[config.mk]
export PLATFORM = sky130hd
export DESIGN_NAME = cicp_decim
export DESIGN_NICKNAME = d
export VERILOG_FILES = /design/src/rtl/cicp_pkg.sv /design/src/rtl/cicp_integ.sv /design/src/rtl/cicp_comb.sv /design/src/rtl/cicp_corr.sv /design/src/rtl/cicp_norm.sv /design/src/rtl/cicp_decim.sv
export SDC_FILE = /design/constraint.sdc
export NUM_CORES = 1
export LEC_CHECK = 0
export BUFFER_PORTS_ARGS = -buffer_cell sky130_fd_sc_hd__buf_2
export CORE_UTILIZATION = 30
export CTS_BUF_LIST = sky130_fd_sc_hd__clkbuf_8
export DETAILED_ROUTE_END_ITERATION = 12
export GPL_ROUTABILITY_DRIVEN = 0
export PLACE_DENSITY_LB_ADDON = 0.12
export SYNTH_ARGS = -nofsm -noshare
export SYNTH_HDL_FRONTEND = slang
export SYNTH_SLANG_ARGS = --single-unit
[constraint.sdc]
create_clock -name clk -period 18.7 [get_ports clk]
set_input_delay 3.74 -clock clk [delete_from_list [all_inputs] [get_ports clk]]
set_output_delay 3.74 -clock clk [all_outputs]
set_load 0.01 [all_outputs]
[src/rtl/cicp_pkg.sv]
package cicp_pkg;

   // integer power, evaluated at elaboration time
   function automatic longint ipow(input int base, input int expo);
      longint r;
      r = 1;
      for (int i = 0; i < expo; i++) r = r * base;
      return r;
   endfunction

   function automatic bit is_pow2(input int v);
      return (v > 0) && ((v & (v - 1)) == 0);
   endfunction

   // rounded reciprocal of rate^stages, scaled by 2^shift
   function automatic longint recip(input int rate, input int stages, input int shift);
      longint nm;
      nm = ipow(rate, stages);
      return ((longint'(1) <<< shift) + nm / 2) / nm;
   endfunction

endpackage

[src/rtl/cicp_integ.sv]
module cicp_integ #(
   parameter int IN_W   = 16,
   parameter int STAGES = 3,
   parameter int RATE   = 5,
   parameter int ACC_W  = 25
) (
   input  logic                    clk,
   input  logic                    rst_n,
   input  logic                    in_vld,
   input  logic signed [IN_W-1:0]  in_dat,
   output logic                    dec_vld,
   output logic signed [ACC_W-1:0] dec_dat
);
   localparam int PH_W = (RATE > 1) ? $clog2(RATE) : 1;
   localparam logic [PH_W-1:0] PH_LAST = PH_W'(RATE - 1);

   logic signed [ACC_W-1:0] acc_q [STAGES];
   logic signed [ACC_W-1:0] acc_d [STAGES];
   logic [PH_W-1:0]         phase_q;

   // all integrators settle in the same cycle the sample arrives
   for (genvar k = 0; k < STAGES; k++) begin : g_int
      if (k == 0) begin : g_head
         assign acc_d[k] = acc_q[k] + {{(ACC_W-IN_W){in_dat[IN_W-1]}}, in_dat};
      end else begin : g_tail
         assign acc_d[k] = acc_q[k] + acc_d[k-1];
      end
      always_ff @(posedge clk or negedge rst_n) begin
         if (!rst_n)      acc_q[k] <= '0;
         else if (in_vld) acc_q[k] <= acc_d[k];
      end
   end

   always_ff @(posedge clk or negedge rst_n) begin
      if (!rst_n) begin
         phase_q <= '0;
         dec_vld <= 1'b0;
         dec_dat <= '0;
      end else begin
         dec_vld <= 1'b0;
         if (in_vld) begin
            if (phase_q == PH_LAST) begin
               phase_q <= '0;
               dec_vld <= 1'b1;
               dec_dat <= acc_d[STAGES-1];
            end else begin
               phase_q <= phase_q + 1'b1;
            end
         end
      end
   end


   dec_gap_chk: assert property (@(posedge clk) disable iff (!rst_n)
      dec_vld |=> !dec_vld);

   phase_range_chk: assert property (@(posedge clk) disable iff (!rst_n)
      phase_q <= PH_LAST);

   idle_hold_chk: assert property (@(posedge clk) disable iff (!rst_n)
      !in_vld |=> $stable(phase_q));

endmodule

[src/rtl/cicp_comb.sv]
module cicp_comb #(
   parameter int STAGES = 3,
   parameter int ACC_W  = 25
) (
   input  logic                    clk,
   input  logic                    rst_n,
   input  logic                    vld_i,
   input  logic signed [ACC_W-1:0] dat_i,
   output logic signed [ACC_W-1:0] c_dat
);
   logic signed [ACC_W-1:0] diff [STAGES+1];
   logic signed [ACC_W-1:0] dly_q [STAGES];

   assign diff[0] = dat_i;

   for (genvar k = 1; k <= STAGES; k++) begin : g_cmb
      assign diff[k] = diff[k-1] - dly_q[k-1];
      always_ff @(posedge clk or negedge rst_n) begin
         if (!rst_n)     dly_q[k-1] <= '0;
         else if (vld_i) dly_q[k-1] <= diff[k-1];
      end
   end

   assign c_dat = diff[STAGES];


   comb_hold_chk: assert property (@(posedge clk) disable iff (!rst_n)
      !vld_i |=> $stable(dly_q[0]));

endmodule

[src/rtl/cicp_corr.sv]
module cicp_corr #(
   parameter int STAGES = 3,
   parameter int ACC_W  = 25,
   parameter int V_W    = 30
) (
   input  logic                  clk,
   input  logic                  rst_n,
   input  logic                  vld_i,
   input  logic signed [ACC_W-1:0] c_i,
   output logic                  v_vld,
   output logic signed [V_W-1:0] v_dat
);
   localparam int LIM   = STAGES + 1;
   localparam int CNT_W = $clog2(LIM + 1);
   localparam logic [CNT_W-1:0] CNT_LIM = CNT_W'(LIM);

   logic signed [ACC_W-1:0] z1_q, z2_q;
   logic signed [V_W-1:0]   cx, z1x, z2x, v_d;
   logic [CNT_W-1:0]        blk_cnt;

   assign cx  = V_W'(c_i);
   assign z1x = V_W'(z1_q);
   assign z2x = V_W'(z2_q);

   // 16 * (9/8) = 16 + 2 on the middle tap; outer taps are -1
   assign v_d = (z1x <<< 4) + (z1x <<< 1) - z2x - cx;

   always_ff @(posedge clk or negedge rst_n) begin
      if (!rst_n) begin
         z1_q    <= '0;
         z2_q    <= '0;
         blk_cnt <= '0;
         v_vld   <= 1'b0;
         v_dat   <= '0;
      end else begin
         v_vld <= 1'b0;
         if (vld_i) begin
            z1_q  <= c_i;
            z2_q  <= z1_q;
            v_dat <= v_d;
            if (blk_cnt == CNT_LIM) v_vld <= 1'b1;
            else                    blk_cnt <= blk_cnt + 1'b1;
         end
      end
   end


   warm_gate_chk: assert property (@(posedge clk) disable iff (!rst_n)
      v_vld |-> (blk_cnt == CNT_LIM));

   cnt_bound_chk: assert property (@(posedge clk) disable iff (!rst_n)
      blk_cnt <= CNT_LIM);

endmodule

[src/rtl/cicp_norm.sv]
module cicp_norm
   import cicp_pkg::*;
#(
   parameter int STAGES = 3,
   parameter int RATE   = 5,
   parameter int V_W    = 30,
   parameter int OUT_W  = 17,
   parameter int FRAC   = 16
) (
   input  logic                    clk,
   input  logic                    rst_n,
   input  logic                    vld_i,
   input  logic signed [V_W-1:0]   v_i,
   output logic                    out_vld,
   output logic signed [OUT_W-1:0] out_dat
);
   localparam bit P2   = is_pow2(RATE);
   localparam int GROW = STAGES * $clog2(RATE);

   logic signed [OUT_W-1:0] norm_d;

   if (P2) begin : g_shift
      localparam int SH = GROW + 4;
      assign norm_d = OUT_W'(v_i >>> SH);
   end else begin : g_mult
      localparam int     SH  = GROW + FRAC + 4;
      localparam longint KV  = recip(RATE, STAGES, GROW + FRAC);
      localparam int     K_W = FRAC + STAGES + 3;
      localparam int     P_W = V_W + K_W;
      logic signed [K_W-1:0] kc;
      logic signed [P_W-1:0] prod;
      assign kc     = K_W'(KV);
      assign prod   = P_W'(v_i) * P_W'(kc);
      assign norm_d = OUT_W'(prod >>> SH);
   end

   always_ff @(posedge clk or negedge rst_n) begin
      if (!rst_n) begin
         out_vld <= 1'b0;
         out_dat <= '0;
      end else begin
         out_vld <= vld_i;
         if (vld_i) out_dat <= norm_d;
      end
   end


   norm_follow_chk: assert property (@(posedge clk) disable iff (!rst_n)
      out_vld |-> $past(vld_i));

   quiet_hold_chk: assert property (@(posedge clk) disable iff (!rst_n)
      !vld_i |=> $stable(out_dat));

endmodule

[src/rtl/cicp_decim.sv]
module cicp_decim
   import cicp_pkg::*;
#(
   parameter int IN_W   = 16,
   parameter int STAGES = 3,
   parameter int RATE   = 5,
   parameter int FRAC   = 16,
   parameter int OUT_W  = IN_W + 1
) (
   input  logic                    clk,
   input  logic                    rst_n,
   input  logic                    in_vld,
   input  logic signed [IN_W-1:0]  in_dat,
   output logic                    out_vld,
   output logic signed [OUT_W-1:0] out_dat
);
   localparam int GROW  = STAGES * $clog2(RATE);
   localparam int ACC_W = IN_W + GROW;
   localparam int V_W   = ACC_W + 5;

   initial begin
      rate_param_chk:   assert (RATE >= 2) else $error("RATE must be at least 2");
      stage_param_chk:  assert (STAGES >= 1 && STAGES <= 8) else $error("STAGES out of range");
      width_param_chk:  assert (OUT_W >= IN_W + 1 && OUT_W <= V_W) else $error("OUT_W out of range");
      frac_param_chk:   assert (FRAC >= 4 && GROW + FRAC < 48) else $error("FRAC out of range");
   end

   logic                    dec_vld;
   logic signed [ACC_W-1:0] dec_dat;
   logic signed [ACC_W-1:0] c_dat;
   logic                    v_vld;
   logic signed [V_W-1:0]   v_dat;

   cicp_integ #(.IN_W(IN_W), .STAGES(STAGES), .RATE(RATE), .ACC_W(ACC_W)) u_integ (
      .clk(clk), .rst_n(rst_n), .in_vld(in_vld), .in_dat(in_dat),
      .dec_vld(dec_vld), .dec_dat(dec_dat));

   cicp_comb #(.STAGES(STAGES), .ACC_W(ACC_W)) u_comb (
      .clk(clk), .rst_n(rst_n), .vld_i(dec_vld), .dat_i(dec_dat), .c_dat(c_dat));

   cicp_corr #(.STAGES(STAGES), .ACC_W(ACC_W), .V_W(V_W)) u_corr (
      .clk(clk), .rst_n(rst_n), .vld_i(dec_vld), .c_i(c_dat),
      .v_vld(v_vld), .v_dat(v_dat));

   cicp_norm #(.STAGES(STAGES), .RATE(RATE), .V_W(V_W), .OUT_W(OUT_W), .FRAC(FRAC)) u_norm (
      .clk(clk), .rst_n(rst_n), .vld_i(v_vld), .v_i(v_dat),
      .out_vld(out_vld), .out_dat(out_dat));


   out_pulse_chk: assert property (@(posedge clk) disable iff (!rst_n)
      out_vld |=> !out_vld);

   out_latency_chk: assert property (@(posedge clk) disable iff (!rst_n)
      out_vld |-> $past(dec_vld, 2));

endmodule

# Word level (Yosys, flattened, before mapping)

Index checks and enable logic that the tools add are counted.

Bits of input ports: 19
Bits in read-only memories: 0
RAM bits: 0
Register bits after elaboration: 281
Output and inout port bits: 18
Memories: 0
Logic and storage cells: 38
Bits in latches: 0

Shift-type cells: 0
Muxes and demuxes: 5
Multipliers: 1
$lt $le $gt $ge: 0
Divide/modulo/power cells: 0
Bitwise operators: 1
Add/subtract/negate cells: 11
Reductions and logical operators: 2
Eq/ne operators: 2

Operators by type and width:

| operator                                                               | number |
|---|---|
| 25-bit adder                                                           | 3 |
| 25-bit subtractor                                                      | 3 |
| 30-bit by 25-bit subtractor with 30-bit output                         | 2 |
| 30-bit by 20-bit multiplier with 46-bit output (second input constant) | 1 |
| 29-bit by 26-bit adder with 30-bit output                              | 1 |
| 3-bit by 1-bit adder with 3-bit output (second input constant)         | 2 |
| 3-bit equality test (second input constant)                            | 2 |
| 1-bit two-way mux                                                      | 4 |
| 2-bit AND reduction                                                    | 2 |
| 3-bit two-way mux                                                      | 1 |
| 1-bit NOT                                                              | 1 |

# Longest topological paths before layout

Gate-level depths: netlist of run 1.

Depth in word-level cells: 4
Depth in mapped cells: 42
Gate-level depth less buffers: 42

# Cells and area by module

Synthesis of run 1 repeated with hierarchy kept, for this count alone.

Cells, all modules: 3104
Area, all modules: 29029.1 um^2

Modules (own cells, without submodules):

| module     | area an instance (um^2) | sequential area each (um^2) | cells each | times used |
|---|---|---|---|---|
| cicp_norm  | 8861.0                  | 450.4                       | 930        | 1 |
| cicp_integ | 7519.7                  | 2602.5                      | 780        | 1 |
| cicp_comb  | 6656.4                  | 1876.8                      | 818        | 1 |
| cicp_corr  | 5992.0                  | 2102.0                      | 576        | 1 |

# Worst setup path after synthesis of run 1

OpenSTA, ideal clock, no wires.

Path type: input -> register
From: in in_dat[0]
To: reg u_integ.acc_q[21] (netlist bit)
Arrival: 8.828 ns
Slack: 9.727 ns
Library setup time: 0.145 ns
Stages on the path: 25
Required time: 18.555 ns
Buffers on the path: 0
Path through: ha_1 > fa_1 > a21o_1 > a21oi_1 > o21ai_1 > a21o_1 > a21oi_1 > xnor2_1 > ha_1 > or2_2 > a22oi_1 > nor3_1 > o31ai_1 > a21boi_0 > o21ai_0 > nand3_1 > and2_1 > ha_1 > nand2_1 > o21ai_0 > a2111oi_1 > o21bai_1 > a21oi_1 > xor2_1 > mux2i_1

RTL lines:

| item                          | line             | RTL |
|---|---|---|
| start, declared               | cicp_decim.sv:13 | `input logic signed [IN_W-1:0] in_dat,` |
| end signal, assigned by index | cicp_integ.sv:30 | `else if (in_vld) acc_q[k] <= acc_d[k];` |
| end, declared                 | cicp_integ.sv:17 | `logic signed [ACC_W-1:0] acc_q [STAGES];` |

==> impl_results.md, run 1 <==
* GRT overflow at 0
* Fin Hold WS at between 0.4 and 0.5 ns
* Hold_buf cts at 0
* Synthesized area per cell at ~9.7 sq um
* H-tree Lvls at 2
* Hpwl dp at 46770 microns
* ANT nets after route at 0
* Distinct cells, synth at 80
* Global-route wire length before repair at approximately 100000 microns
* Worst r2r path cells at 37
* Startpoint types: primary input
* Die H at slightly above 300 microns
* Cell row count at 110
* CP max FO at 6
* Cell count after synthesis at 2801
* Setup Viol. Count Final at 0
* Crit path DAT at ~10 ns
* DIE WIDTH at between 300 and 400 microns
* CTS Sinks at ~280
* Inserted Clock Buffers at 59
* Max Cap Viol at 0
* Crit end category: flip-flop
* Number of synthesis warnings at 0
* Wirelength per Cell at roughly 15 microns
* Slew Limit Fails at 0
* Initial Utilization at 0.3026
* Vias at about 19k
* Slew headroom at 0.3661
* RSZ-0062 raised after global routing: no
* Most frequent cells in the layout: inv_1 (467), ha_1 (401), dfrtp_1 (279), fa_1 (200), nand2_1 (190)
* Crit path time final at between 9 and 10 ns
* Seq/Total Area, Yosys at 0.2581
* Fmax at 104.4 MHz
* Post-synth EDFFs at 0
* Area Growth Syn to Fin at 9.903%
* Routed wire length at ~60000 microns
* Worst path required time at 19.23 ns
* Largest net degree at the start of global routing at between 150 and 200
* Slew @ Worst Pin at roughly 0.95 ns
* Nets at roughly 3.5k
* Status: finished, final reports clean
* CTS tree: built
* Type of the worst setup path: in -> reg
* Number of antenna violations at the first check in global routing at 1
* Worst hold path stage count at 1
* GR Util All Layers at 0.1338
* Vias in the first global route at around 20k
* Commonest non-fill, non-tap cell in the layout: inv_1
* Primary FF master, synth: dfrtp_1
* Die ar. at slightly above 90000 sq um
* Ys async rst share at 1.000
* Post-CTS Resized at 0
* Via density at roughly 4.7
* Final hold vios at 0
* Layout cells sized above 1 at 0.1018
* Residual DRC at 0
* Setup TNS at 0 ns
* Syn Std Cell Area at approximately 27000 sq um
* Initial DRC count at 608
* CTS max path bufs at 3
* Syn_nets at between 3k and 4k
* Yosys reg bits at between 200 and 300
* Final worst clock skew at 0.03925 ns
* Worst min path class: reg -> reg
* Setup Buffers After CTS at 0
* I/O pin count at 37
* Root Driver: clkbuf_8
* CTS clk-pin slew, worst paths at roughly 0.05 ns
* Final worst-path cycle share at 0.5120
* IO buf count at 36
* Initial DRT Pass Iterations at 5
* Clk Latency, worst-skew pair at between 0.6 and 0.7 ns
* Core ar. at ~90000 sq um
## cell families (layout without fill, tap and decap cells)
family                   count (synthesis)  in the layout  share of synthesized area
AO/OA/AOI/OAI                          622            622                     0.1440
XOR/XNOR                               173            173                    0.05672
adder cells (fa/ha/maj)                601            601                     0.3312
buffers and inverters                  498            594                    0.06890
flip-flops                             281            281                     0.2581
multiplexers                           150            150                    0.06067
other                                    0              1                          0
AND/OR/NAND/NOR                        476            476                    0.08042
## flip-flops by register name, summed over array words and instances, names as in the netlist
signal and flops:
u_comb.dly_q 75, u_integ.acc_q 75, u_corr.v_dat 30, u_corr.z1_q 25
u_corr.z2_q 25, u_integ.dec_dat 25, u_norm.out_dat 17, u_corr.blk_cnt 3
u_integ.phase_q 3, u_corr.v_vld 1, u_integ.dec_vld 1, u_norm.out_vld 1
## critical path, cell delays in order
cell and delay [ns]:
buf_2 0.10, ha_1 0.22, fa_1 0.40, a21o_1 0.19
a21oi_1 0.23, o21ai_1 0.20, a21o_1 0.21, a21oi_1 0.16
xnor2_1 0.18, ha_1 0.34, a21o_1 0.22, a21oi_1 0.16
o311a_1 0.23, nor3_1 0.07, o31ai_1 0.67, a21boi_0 0.28
o21ai_0 0.26, nand3_1 0.12, and2_1 0.17, ha_1 0.35
nand2_1 0.08, o21ai_0 0.11, a2111oi_1 0.77, o21bai_1 0.16
a21oi_1 0.20, xor2_1 0.20, mux2i_1 0.10
## synth_stat cells (all sizes together) (12+ instances only)
cell | instances | area [sq um]
o21bai | 29 | 217.7
nand2b | 24 | 150.1
nand3 | 32 | 160.2
clkbuf | 41 | 153.9
fa | 200 | 4004
nor2 | 111 | 416.7
inv | 446 | 1674
nand2 | 190 | 713.2
xor2 | 56 | 490.5
nor3 | 26 | 135.1
dfrtp | 281 | 7032
a21o | 81 | 610.6
a211oi | 16 | 130.1
a21oi | 167 | 854.6
and3 | 12 | 75.07
o21a | 33 | 247.7
ha | 401 | 5017
mux2 | 121 | 1363
o21ai | 200 | 1008
nor2b | 29 | 181.4
mux2i | 29 | 290.3
xnor2 | 116 | 1031
a31oi | 13 | 96.34
## layout make-up
class / instances / area, sq um
fill: 9335 / 60070
multi-input combinational: 2022 / 18330
sequential: 281 / 7037
inverter: 446 / 1674
tap: 1176 / 1471
clock buffer: 71 / 977.2
timing repair buffer: 44 / 265.3
clock inverter: 33 / 178.9
antenna: 1 / 2.502
## metrics by stage
stage               worst slack (ns)  cells  utilization  cell area, sq um
floorplan                      9.727   2801            -             27240
global route                   8.582   4074       0.3326             29940
global placement               8.415   3969       0.3197             28780
finish                         9.126   4074       0.3326             29940
detailed placement             8.430   3969       0.3197             28780
CTS                            9.163   4073       0.3326             29940
## routing by layer
layer  wire length [microns]  GRT usage
met5                       0          0
met4                    1532    0.04107
met3                    1435    0.01806
met2                   29920     0.2407
met1                   26900     0.1648
## path summary, 6_finish.rpt
kind                       slack [ns]          startpoint                end
setup / recovery                 9.13           in_dat[0]  u_integ.acc_q[21]
hold reg to reg                  0.50   u_norm.out_dat[5]  u_norm.out_dat[5]
hold / removal                   0.50   u_norm.out_dat[5]  u_norm.out_dat[5]
setup reg to reg                 9.57  u_integ.dec_dat[1]   u_corr.v_dat[26]
max in group asynchronous       14.21               rst_n    u_integ.dec_vld
min in group asynchronous        3.08               rst_n  u_norm.out_dat[0]
Power of run 1 is not shown: default switching activity piles up to over one toggle a cycle in this logic, so the estimate is an artifact.
==> run 2, diff against run 1 <==
==> constraint.sdc (replaced) <==
create_clock -name clk -period 9.02 [get_ports clk]
set_input_delay 1.804 -clock clk [delete_from_list [all_inputs] [get_ports clk]]
set_output_delay 1.804 -clock clk [all_outputs]
set_load 0.01 [all_outputs]
==> run 2 against run 1 <==
Hold slack improved by 0.0028 ns; worst setup slack got worse by 8.6 ns; final cell count rose by 0.17%; die area unchanged; sequential share of layout area fell by 0.16 points; first-iteration DRC count increased by 18%; design area increased by 0.69%; register-to-register slack worse by 9.0 ns; global-route usage is 0.26 points higher; non-clock buffer count rose by 9; clock skew fell by 0.0011 ns; critical path depth grew 11; highest routed layer unchanged.
==> impl_results.md, run 2 (same netlist as run 1, synthesis figures left out) <==
* Status: finished, final reports clean (unchanged)
* Final Util at 0.3349 (was 0.3326)
* Startpoint types: flip-flop (was primary input)
* CP max stage delay at 0.52 ns (was 0.77 ns)
* Via density at 4.667 (was 4.657)
* Die ar. at 92010 sq um (unchanged)
* Filler cell count at 9293 (was 9335)
* CTS Sinks at 281 (unchanged)
* Number of antenna violations at the first check in global routing at 1 (unchanged)
* Crit end category: flip-flop (unchanged)
* CTS max path bufs at 3 (unchanged)
* Cell row count at 110 (unchanged)
* Nets at 3481 (was 3474)
* Core ar. at 90010 sq um (unchanged)
* Initial Utilization at 0.3026 (unchanged)
* Initial DRC count at 717 (was 608)
* Slew Limit Fails at 0 (unchanged)
* RSZ-0062 raised after global routing: no (unchanged)
* Fin Hold WS at 0.4993 ns (was 0.4965 ns)
* Setup Viol. Count Final at 0 (unchanged)
* Inserted Clock Buffers at 57 (was 59)
* Commonest non-fill, non-tap cell in the layout: inv_1 (unchanged)
* Setup slack, reg-to-reg at 0.57 ns (was 9.57 ns)
* Initial DRT Pass Iterations at 5 (unchanged)
* Type of the worst setup path: reg -> reg (was in -> reg)
* Root Driver: clkbuf_8 (unchanged)
* Wirelength per Cell at 14.97 microns (was 14.67 microns)
* CP max FO at 5 (was 6)
* Final hold vios at 0 (unchanged)
* Most frequent cells in the layout: inv_1 (467), ha_1 (400), dfrtp_1 (279), fa_1 (200), nand2_1 (190) (was inv_1 (467), ha_1 (401), dfrtp_1 (279), fa_1 (200), nand2_1 (190))
* Final worst clock skew at 0.03812 ns (was 0.03925 ns)
* ANT nets after route at 0 (unchanged)
* Fmax at between 100 and 150 MHz
* Largest net degree at the start of global routing at 212 (was 153)
* Slew @ Worst Pin at 1.130 ns (was 0.9508 ns)
* Vias in the first global route at 20.18k (was 19.95k)
* Crit Reg-Reg Startpoint: u_integ.dec_dat[1] (unchanged)
* Hpwl dp at 47520 microns (was 46770 microns)
* CTS tree: built (unchanged)
* Worst min path class: reg -> reg (unchanged)
* Finished Layout Cells at 4081 (was 4074)
* GR Util All Layers at 0.1364 (was 0.1338)
* GRT overflow at 0 (unchanged)
* Hold_buf cts at 0 (unchanged)
* Crit path time final at around 8.5 ns
* Max Cap Viol at 0 (unchanged)
* CTS clk-pin slew, worst paths at 0.06 ns (was 0.05 ns)
* Layout cells sized above 1 at 0.1129 (was 0.1018)
* Routed wire length at 61080 microns (was 59790 microns)
* Setup TNS at 0 ns (unchanged)
* R2r endpoint: u_corr.v_dat[26] (unchanged)
* Crit path top cell by count: ha_1 (was a21oi_1)
* Worst path slowest cell: fa_1 (was a2111oi_1)
* Global-route wire length before repair at 102000 microns (was 100500 microns)
* Residual DRC at 0 (unchanged)
* Final worst-path cycle share at 0.9369
* Slew headroom at 0.2466 (was 0.3661)
* Worst hold path stage count at 1 (unchanged)
* Vias at 19.05k (was 18.97k)
* Die H at 303.3 microns (unchanged)
* Hold_sp: u_corr.z1_q[14] (was u_norm.out_dat[5])
* WHS Endpoint: u_corr.z2_q[14] (was u_norm.out_dat[5])
* Critical Path Start: u_integ.dec_dat[1] (was in_dat[0])
* DIE WIDTH at 303.3 microns (unchanged)
* I/O pin count at 37 (unchanged)
* Cell Count Post-Placement at 3974 (was 3969)
* Crit path DAT at 9.00 ns (was 10.10 ns)
* Area Growth Syn to Fin at 10.67% (was 9.903%)
* IO buf count at 36 (unchanged)
* Top flop regs: u_comb.dly_q x75, u_integ.acc_q x75, u_corr.v_dat x30 (unchanged)
* H-tree Lvls at 2 (unchanged)
* Clk Latency, worst-skew pair at 0.69 ns (about the same)
* Worst path required time at 9.57 ns (was 19.23 ns)
* Worst r2r path cells at 38 (was 37)
## run 2: cell count changes in the layout (fill, tap and decap cells not counted), moves of 3 or more
cell,before,now
buf_4,8,16
a21oi_1,162,155
a21oi_2,5,12
xnor2_1,114,110
xnor2_2,2,6
clkbuf_8,71,68
## run 2: stage by stage
step / setup slack [ns] / area (sq um)
CTS: 0.1871 / 29960
global route: 0.006220 / 30150
global placement: 0.3347 / 28830
detailed placement: 0.2516 / 28830
finish: 0.5691 / 30150
floorplan: 1.210 / 27240
## run 2: layout make-up
cell class                      count  area [sq um]  area share
Inverter                          446          1674     0.05553
Sequential cell                   281          7037      0.2334
Clock inverter                     34         195.2    0.006475
Multi-Input combinational cell   2022         18490      0.6132
Antenna cell                        1         2.502  0.00008301
Timing Repair Buffer               53         345.3     0.01146
Tap cell                         1176          1471     0.04881
Clock buffer                       68         935.9     0.03105
## run 2: metal layers
metal | share of wire | vias to the layer above | routed length (microns) | track usage
met5 | 0 | - | 0 | 0
met4 | 0.024 | 0 | 1481 | 0.04036
met3 | 0.030 | 99 | 1803 | 0.02142
met2 | 0.50 | 189 | 30410 | 0.2472
met1 | 0.45 | 9161 | 27390 | 0.1652
li1 | - | 9598 | - | -
## run 2: critical path, delay by kind of cell (launching register included)
| family | cells | cell delay, ns |
|---|---|---|
| AO/OA/AOI/OAI | 18 | 3.06 |
| AND/OR/NAND/NOR | 8 | 1.81 |
| multiplexers | 1 | 0.26 |
| flip-flops | 1 | 0.42 |
| XOR/XNOR | 4 | 0.51 |
| adder cells (fa/ha/maj) | 6 | 2.24 |
| buffers and inverters | 1 | 0.04 |
## run 2: timing repair
action | CTS | global route
resized for setup | 0 | 31
setup endpoints to repair | 0 | 8
setup buffers | 0 | 4
## run 2: worst max-delay path by stage
stage                             endpoint
after floorplan           u_corr.v_dat[27]
after global placement    u_corr.v_dat[27]
after detailed placement  u_corr.v_dat[29]
after CTS                 u_corr.v_dat[29]
after global routing      u_corr.v_dat[27]
final                     u_corr.v_dat[26]
Power of run 2 is left out for the same reason.
